$ cat src/rtl/miss_cls_pkg.sv
package miss_cls_pkg;

    typedef enum logic [1:0] {
        CAT_HIT  = 2'b00,
        CAT_COMP = 2'b01,
        CAT_CONF = 2'b10,
        CAT_CAP  = 2'b11
    } miss_cat_e;

    typedef enum logic {
        ST_IDLE,
        ST_RESULT
    } cls_state_e;

endpackage

$ cat src/rtl/lru_tag_store.sv
module lru_tag_store #(
    parameter  int SETS  = 4,
    parameter  int WAYS  = 2,
    parameter  int TAG_W = 4,
    localparam int IDX_W = (SETS > 1) ? $clog2(SETS) : 1,
    localparam int AGE_W = (WAYS > 1) ? $clog2(WAYS) : 1
) (
    input  logic             clk,
    input  logic             rst_n,
    input  logic             lk_en,
    input  logic [IDX_W-1:0] lk_idx,
    input  logic [TAG_W-1:0] lk_tag,
    output logic             lk_hit
);

    localparam logic [AGE_W-1:0] AGE_OLD = AGE_W'(WAYS - 1);

    logic [TAG_W-1:0] tag_q [SETS][WAYS];
    logic [AGE_W-1:0] age_q [SETS][WAYS];
    logic [WAYS-1:0]  vld_q [SETS];

    logic [WAYS-1:0]  hit_vec;
    logic [WAYS-1:0]  old_vec;
    logic [AGE_W-1:0] ref_age;

    always_comb begin
        ref_age = AGE_OLD;
        for (int w = 0; w < WAYS; w++) begin
            hit_vec[w] = vld_q[lk_idx][w] && (tag_q[lk_idx][w] == lk_tag);
            old_vec[w] = (age_q[lk_idx][w] == AGE_OLD);
        end
        for (int w = 0; w < WAYS; w++) begin
            if (hit_vec[w]) ref_age = age_q[lk_idx][w];
        end
        lk_hit = |hit_vec;
    end

    always_ff @(posedge clk or negedge rst_n) begin
        if (!rst_n) begin
            for (int s = 0; s < SETS; s++) begin
                vld_q[s] <= '0;
                for (int w = 0; w < WAYS; w++) begin
                    tag_q[s][w] <= '0;
                    age_q[s][w] <= AGE_W'(w);
                end
            end
        end else if (lk_en) begin
            for (int w = 0; w < WAYS; w++) begin
                if (lk_hit ? hit_vec[w] : old_vec[w]) begin
                    age_q[lk_idx][w] <= '0;
                    tag_q[lk_idx][w] <= lk_tag;
                    vld_q[lk_idx][w] <= 1'b1;
                end else if (age_q[lk_idx][w] < ref_age) begin
                    age_q[lk_idx][w] <= age_q[lk_idx][w] + 1'b1;
                end
            end
        end
    end

    AST_SINGLE_MATCH: assert property (@(posedge clk) disable iff (!rst_n)
        $onehot0(hit_vec));
    AST_ONE_OLDEST: assert property (@(posedge clk) disable iff (!rst_n)
        $countones(old_vec) == 1);
    AST_REFILL_HITS: assert property (@(posedge clk) disable iff (!rst_n)
        lk_en |=> (lk_idx != $past(lk_idx)) || (lk_tag != $past(lk_tag)) || lk_hit);

endmodule

$ cat src/rtl/first_ref_tracker.sv
module first_ref_tracker #(
    parameter  int ADDR_W = 6,
    localparam int DEPTH  = 1 << ADDR_W
) (
    input  logic              clk,
    input  logic              rst_n,
    input  logic              mark_en,
    input  logic [ADDR_W-1:0] mark_addr,
    output logic              seen
);

    logic [DEPTH-1:0] seen_q;

    assign seen = seen_q[mark_addr];

    always_ff @(posedge clk or negedge rst_n) begin
        if (!rst_n) begin
            seen_q <= '0;
        end else if (mark_en) begin
            seen_q[mark_addr] <= 1'b1;
        end
    end

    AST_SEEN_STICKY: assert property (@(posedge clk) disable iff (!rst_n)
        mark_en |=> seen_q[$past(mark_addr)]);
    AST_NEVER_FORGETS: assert property (@(posedge clk) disable iff (!rst_n)
        1'b1 |=> $countones(seen_q) >= $past($countones(seen_q)));

endmodule

$ cat src/rtl/sat_counter.sv
module sat_counter #(
    parameter int CNT_W = 8
) (
    input  logic             clk,
    input  logic             rst_n,
    input  logic             clr,
    input  logic             inc,
    output logic [CNT_W-1:0] cnt
);

    localparam logic [CNT_W-1:0] CNT_MAX = '1;

    always_ff @(posedge clk or negedge rst_n) begin
        if (!rst_n) begin
            cnt <= '0;
        end else if (clr) begin
            cnt <= '0;
        end else if (inc && (cnt != CNT_MAX)) begin
            cnt <= cnt + 1'b1;
        end
    end

    AST_HOLD_IDLE: assert property (@(posedge clk) disable iff (!rst_n)
        (!clr && !inc) |=> $stable(cnt));
    AST_NO_OVERFLOW: assert property (@(posedge clk) disable iff (!rst_n)
        (!clr && (cnt == CNT_MAX)) |=> (cnt == CNT_MAX));
    AST_CLEAR_WINS: assert property (@(posedge clk) disable iff (!rst_n)
        clr |=> (cnt == '0));

endmodule

$ cat src/rtl/miss_classifier.sv
module miss_classifier
    import miss_cls_pkg::*;
#(
    parameter int ADDR_W = 6,
    parameter int SETS   = 4,
    parameter int WAYS   = 2,
    parameter int CNT_W  = 8
) (
    input  logic              clk,
    input  logic              rst_n,
    input  logic              acc_valid,
    input  logic [ADDR_W-1:0] acc_addr,
    input  logic              clr_cnt,
    output logic              res_valid,
    output logic              res_hit,
    output logic [1:0]        res_cat,
    output logic [CNT_W-1:0]  cnt_comp,
    output logic [CNT_W-1:0]  cnt_conf,
    output logic [CNT_W-1:0]  cnt_cap
);

    localparam int IDX_W = $clog2(SETS);
    localparam int TAG_W = ADDR_W - IDX_W;
    localparam int LINES = SETS * WAYS;

    cls_state_e state_q, state_d;
    miss_cat_e  cat_d, cat_q;
    logic       sa_hit, fa_hit, seen;
    logic [CNT_W-1:0] cnt_arr [3];

    lru_tag_store #(.SETS(SETS), .WAYS(WAYS), .TAG_W(TAG_W)) u_sa_store (
        .clk    (clk),
        .rst_n  (rst_n),
        .lk_en  (acc_valid),
        .lk_idx (acc_addr[IDX_W-1:0]),
        .lk_tag (acc_addr[ADDR_W-1:IDX_W]),
        .lk_hit (sa_hit)
    );

    lru_tag_store #(.SETS(1), .WAYS(LINES), .TAG_W(ADDR_W)) u_fa_shadow (
        .clk    (clk),
        .rst_n  (rst_n),
        .lk_en  (acc_valid),
        .lk_idx (1'b0),
        .lk_tag (acc_addr),
        .lk_hit (fa_hit)
    );

    first_ref_tracker #(.ADDR_W(ADDR_W)) u_first_ref (
        .clk       (clk),
        .rst_n     (rst_n),
        .mark_en   (acc_valid),
        .mark_addr (acc_addr),
        .seen      (seen)
    );

    always_comb begin
        if (!seen)       cat_d = CAT_COMP;
        else if (sa_hit) cat_d = CAT_HIT;
        else if (fa_hit) cat_d = CAT_CONF;
        else             cat_d = CAT_CAP;
    end

    generate
        for (genvar g = 0; g < 3; g++) begin : g_cnt
            sat_counter #(.CNT_W(CNT_W)) u_cnt (
                .clk   (clk),
                .rst_n (rst_n),
                .clr   (clr_cnt),
                .inc   (acc_valid && (cat_d == miss_cat_e'(g + 1))),
                .cnt   (cnt_arr[g])
            );
        end
    endgenerate

    assign cnt_comp = cnt_arr[0];
    assign cnt_conf = cnt_arr[1];
    assign cnt_cap  = cnt_arr[2];

    always_comb begin
        unique case (state_q)
            ST_IDLE:   state_d = acc_valid ? ST_RESULT : ST_IDLE;
            ST_RESULT: state_d = acc_valid ? ST_RESULT : ST_IDLE;
            default:   state_d = ST_IDLE;
        endcase
    end

    always_ff @(posedge clk or negedge rst_n) begin
        if (!rst_n) begin
            state_q <= ST_IDLE;
            cat_q   <= CAT_HIT;
        end else begin
            state_q <= state_d;
            if (acc_valid) cat_q <= cat_d;
        end
    end

    always_comb begin
        unique case (state_q)
            ST_RESULT: begin
                res_valid = 1'b1;
                res_cat   = cat_q;
                res_hit   = (cat_q == CAT_HIT);
            end
            default: begin
                res_valid = 1'b0;
                res_cat   = CAT_HIT;
                res_hit   = 1'b0;
            end
        endcase
    end

    AST_RESULT_FOLLOWS: assert property (@(posedge clk) disable iff (!rst_n)
        acc_valid |=> res_valid);
    AST_NO_SPURIOUS: assert property (@(posedge clk) disable iff (!rst_n)
        !acc_valid |=> !res_valid);
    AST_QUIET_IDLE: assert property (@(posedge clk) disable iff (!rst_n)
        !res_valid |-> (res_cat == 2'b00) && !res_hit);
    AST_HIT_FLAG: assert property (@(posedge clk) disable iff (!rst_n)
        res_valid |-> (res_hit == (res_cat == 2'b00)));

endmodule

$ cat config.mk
export PLATFORM = sky130hd
export DESIGN_NAME = miss_classifier
export DESIGN_NICKNAME = d
export VERILOG_FILES = /design/src/rtl/miss_cls_pkg.sv /design/src/rtl/lru_tag_store.sv /design/src/rtl/first_ref_tracker.sv /design/src/rtl/sat_counter.sv /design/src/rtl/miss_classifier.sv
export SDC_FILE = /design/constraint.sdc
export NUM_CORES = 1
export LEC_CHECK = 0
export ABC_AREA = 0
export BUFFER_PORTS_ARGS = -buffer_cell sky130_fd_sc_hd__buf_4
export CAP_MARGIN = 25
export CORE_ASPECT_RATIO = 1.75
export CORE_MARGIN = 5
export CORE_UTILIZATION = 50
export CTS_BUF_LIST = sky130_fd_sc_hd__clkbuf_4 sky130_fd_sc_hd__clkbuf_8 sky130_fd_sc_hd__clkbuf_16
export DETAILED_ROUTE_END_ITERATION = 8
export GPL_TIMING_DRIVEN = 0
export PLACE_DENSITY_LB_ADDON = 0.1
export REMOVE_ABC_BUFFERS = 1
export SLEW_MARGIN = 25
export SYNTH_ARGS = -nofsm -noshare
export SYNTH_HDL_FRONTEND = slang
export SYNTH_SLANG_ARGS = --single-unit
export TNS_END_PERCENT = 1
$ cat constraint.sdc
create_clock -name clk -period 3.05 [get_ports clk]
set_clock_uncertainty 0.2 [all_clocks]
set_input_delay 0 -clock clk [delete_from_list [all_inputs] [get_ports clk]]
set_output_delay 0 -clock clk [all_outputs]
set_load 0.02 [all_outputs]
==> flow_summary.ini <==
[worst_setup_path]
worst-r2r-setup-slack_ps = -220
cp_slowest_stage_delay_ps = 390
crit_path_frequent_cell = o211ai_1
cp-start-kind = flop
cp.depth = 14
startpoint = u_fa_shadow.tag_q[37]
crit_buf_inv = 1
cp_slowest_cell = dfrtp_1
r2r-end = u_fa_shadow.age_q[11]
worstRegToRegCells = 14
worstSetupPathType = reg2reg
cp.arrival_ps = 3500
worstPathRequired_ps = 3280
crit_chain = xnor2_1 > and4_4 > and2_4 > nor2b_1 > o31ai_2 > mux2i_1 > o211ai_1 > o211ai_1 > a22o_4 > buf_6 > ha_4 > a31o_2 > a41oi_2 > a21bo_1
cp_max_fo = 8
cp_top_family = compound AO/OA/AOI/OAI gates
reg2reg_from = u_fa_shadow.tag_q[37]
end_kind = flop
crit_path_end = u_fa_shadow.age_q[11]

[synth]
synth_simple_gate_area_share = 0.111
synth_top_family_by_area = multiplexers
synth_compound_area_frac = 0.131
synthCells = 960
synth_fa_ha_area_frac = 0.0371
ys_ff_latch = 219
async_reset_ff_frac = 1.00
ys_seq_area_frac = 0.481
syn_avg_cell_area_sq_um = 11.9
ys_warn_count = 0
synthMuxAreaShare = 0.148
synth_enable_flop_cells = 0
ys_types = 79
synthFlopType = dfrtp_1
syn-cell-area_sq_um = 11400
synthXorXnorAreaFrac = 0.0588

[finish]
area_growth_pct = 15.8
final_nets = 1052
fin_util = 0.585
stdcell_count = 1330
n_antenna_cell = 0
drive_gt1_frac = 0.292
num-fill-cells = 1955

[clock_tree]
htree_num_levels = 1
cts_buffers = 22
clk_path_buf_depth = 3
path_clk_slew_ps = 70
cts_tree = done
insertion_delay_ps = 520
cts-root-buf = clkbuf_16
cts.sinks = 219

[sta]
finalSetupViolCount = 31
slew_headroom = 0.396
worst_pin_slew_ps = 905
final_max_slew_viol_count = 0
finalHoldWorstSlack_ps = -12.6
max_freq_mhz = 306
tns_ps = -3800
fin_crit_sh = 1.07
timing.final.ws_setup_ps = -215
hold_violations = 1
rsz0062_at_grt = true
finalCriticalPeriod_ps = 3270

[floorplan]
die-area_sq_um = 26100
rows = 73
die_y_um = 210
initial_utilization = 0.505
pin_count = 38
core_area_sq_um = 22700
die_w_um = 124

[power_and_ir_drop]
p_clk_frac = 0.241
switching_share = 0.327
internal_power_mw = 7.81
vdd_drop_max_mv = 0.508
p_seq_frac = 0.403
leakage_nw = 6.03
powerDensity_nw_per_um2 = 875
comb_power_share = 0.357
switching_power_mw = 3.79

[run_status]
violations = hold timing, setup timing
outcome = complete, but fails checks

[route]
vias = 7729
dr.pass1.iters = 4
wirelength_um = 27200
avgRoutedWirePerCell_um = 20.5
drc = 0
antenna_left = 0
viasPerCell = 5.81
drt_iter0_markers = 454

[placement]
dp_hpwl_um = 16600
gp_congestion = 0.852
numPortBuffers = 37
dpl.cell_count = 1253

[global_routing]
grt_pass1_vias = 8360
antenna_found_initial = 0
grt_start_max_net_pins = 89
grt_usage = 0.211
grt_pass1_wl_um = 44900
grt_overflow_total = 0

[hold_path]
hp-class = in2reg

[job]
maxCapViolCount = 0
## placed cells by master, fill, tap and decap left out, types with 6 or more instances in the layout
master | netlist | layout
dfrtp_1 | 203 | 203
mux2_2 | 83 | 83
nor2_1 | 57 | 54
buf_4 | 3 | 54
a21o_1 | 46 | 44
xor2_1 | 41 | 41
xnor2_1 | 34 | 34
nand2_1 | 41 | 33
a21oi_1 | 28 | 25
inv_1 | 26 | 24
o21bai_1 | 24 | 24
clkbuf_16 | 0 | 22
nand2b_1 | 25 | 20
ha_1 | 27 | 20
nand4_1 | 19 | 19
dfstp_2 | 16 | 16
dlygate4sd3_1 | 0 | 15
mux4_2 | 14 | 14
mux4_1 | 13 | 13
nand3_1 | 14 | 12
nor2b_1 | 12 | 12
o21ai_0 | 17 | 12
o211ai_1 | 11 | 11
and2_1 | 9 | 9
nor3_1 | 13 | 9
mux2i_1 | 9 | 9
and3_1 | 10 | 9
o21a_1 | 9 | 9
or2_2 | 7 | 7
clkinv_2 | 0 | 7
a21oi_2 | 3 | 6
## power by group through the flow
stage	clock network [mW]	registers [mW]	logic [mW]
finish	2.79	4.67	4.14
global placement	0	4.65	3.57
CTS	2.86	4.66	4.05
detailed placement	0	4.69	3.67
global route	2.97	4.79	4.60
floorplan	0	4.49	2.89
## cell type report
cell class	count	area (sq um)	area share
clock buffers	26	581	0.0438
clock inverters	13	159	0.0120
flip-flops and latches	219	5500	0.415
well taps	300	375	0.0283
inverters	26	97.6	0.00736
multi-input cells	669	5860	0.442
repair buffers	77	686	0.0517
## flip-flops by register name, indices dropped and copies added, names as in the netlist
name / cells
u_first_ref.seen_q: 64
u_fa_shadow.tag_q: 48
u_sa_store.tag_q: 32
g_cnt.u_cnt.cnt: 24
u_fa_shadow.age_q: 24
u_fa_shadow.vld_q: 8
u_sa_store.age_q: 8
u_sa_store.vld_q: 8
cat_q: 2
state_q: 1
## cell families after synthesis
kind of cell,Yosys count
buffers and inverters,72
xor gates and xnor gates,76
and+or+nand+nor,235
adders and majority gates,35
AOI/OAI and AO/OA,203
muxes,120
DFF,219
## routing by layer
layer  up-vias  wire, um  part of all wire  GRT usage
li1       3616         -                 -          -
met1      3930     10700              0.39      0.246
met2       125     14800              0.54      0.398
met3        58       716             0.026     0.0223
met4         0      1040             0.038     0.0798
met5         -         0                 0          0
## synth_stat cells (10+ instances only)
| master | instances | share of area |
|---|---|---|
| nand4_1 | 19 | 0.010 |
| o21bai_1 | 24 | 0.016 |
| inv_1 | 26 | 0.0085 |
| o21ai_0 | 17 | 0.0074 |
| nor2_1 | 57 | 0.019 |
| a21oi_1 | 28 | 0.012 |
| mux2_2 | 83 | 0.082 |
| dfrtp_1 | 203 | 0.44 |
| mux4_2 | 14 | 0.028 |
| nand2_1 | 41 | 0.013 |
| nand2b_1 | 25 | 0.014 |
| dfstp_2 | 16 | 0.037 |
| a21o_1 | 46 | 0.030 |
| nor3_1 | 13 | 0.0057 |
| o211ai_1 | 11 | 0.0072 |
| and3_1 | 10 | 0.0055 |
| ha_1 | 27 | 0.030 |
| nand3_1 | 14 | 0.0061 |
| clkbuf_1 | 26 | 0.0085 |
| nor2b_1 | 12 | 0.0066 |
| mux4_1 | 13 | 0.030 |
| xnor2_1 | 34 | 0.026 |
| xor2_1 | 41 | 0.031 |
## metrics by stage
step           power, mW  hold WS (ps)  worst slack [ps]  area (sq um)
5_1_grt             12.4          25.4              -305         13300
6_report            11.6         -12.6              -215         13300
4_1_cts             11.6          7.48              -181         13100
3_5_place_dp        8.36          -227              -917         11900
3_3_place_gp        8.22           167             -1160         11800
2_1_floorplan       7.38          -496             -50.6         11200
## how the worst min path moves through the flow
stage                start                     to  slack, ps  cells past startpoint
6_report       acc_addr[4]               cat_q[1]        -10                      4
5_1_grt        acc_addr[4]               cat_q[1]         30                      4
4_1_cts        acc_addr[4]               cat_q[1]          7                      4
3_5_place_dp         rst_n  g_cnt[0].u_cnt.cnt[2]       -230                      1
3_3_place_gp       clr_cnt  g_cnt[1].u_cnt.cnt[3]        170                      2
2_1_floorplan        rst_n               cat_q[0]       -500                      0
## timing repair
item / 4_1_cts / 5_1_grt
endpoints found under the hold margin: 250 / 0
setup endpoints to repair: 119 / 132
hold buffers: 18 / 0
gates resized for setup: 40 / 33
buffers inserted: 18 / 2
pin swaps: 29 / 9
## worst register-to-register path, stage by stage (launching register included)
cell,delay [ps]
dfrtp_1,390
xnor2_1,120
and4_4,220
and2_4,150
nor2b_1,130
o31ai_2,320
mux2i_1,120
o211ai_1,190
o211ai_1,130
a22o_4,330
buf_6,150
ha_4,160
a31o_2,200
a41oi_2,150
a21bo_1,220
(Power assumes the default switching activity.)
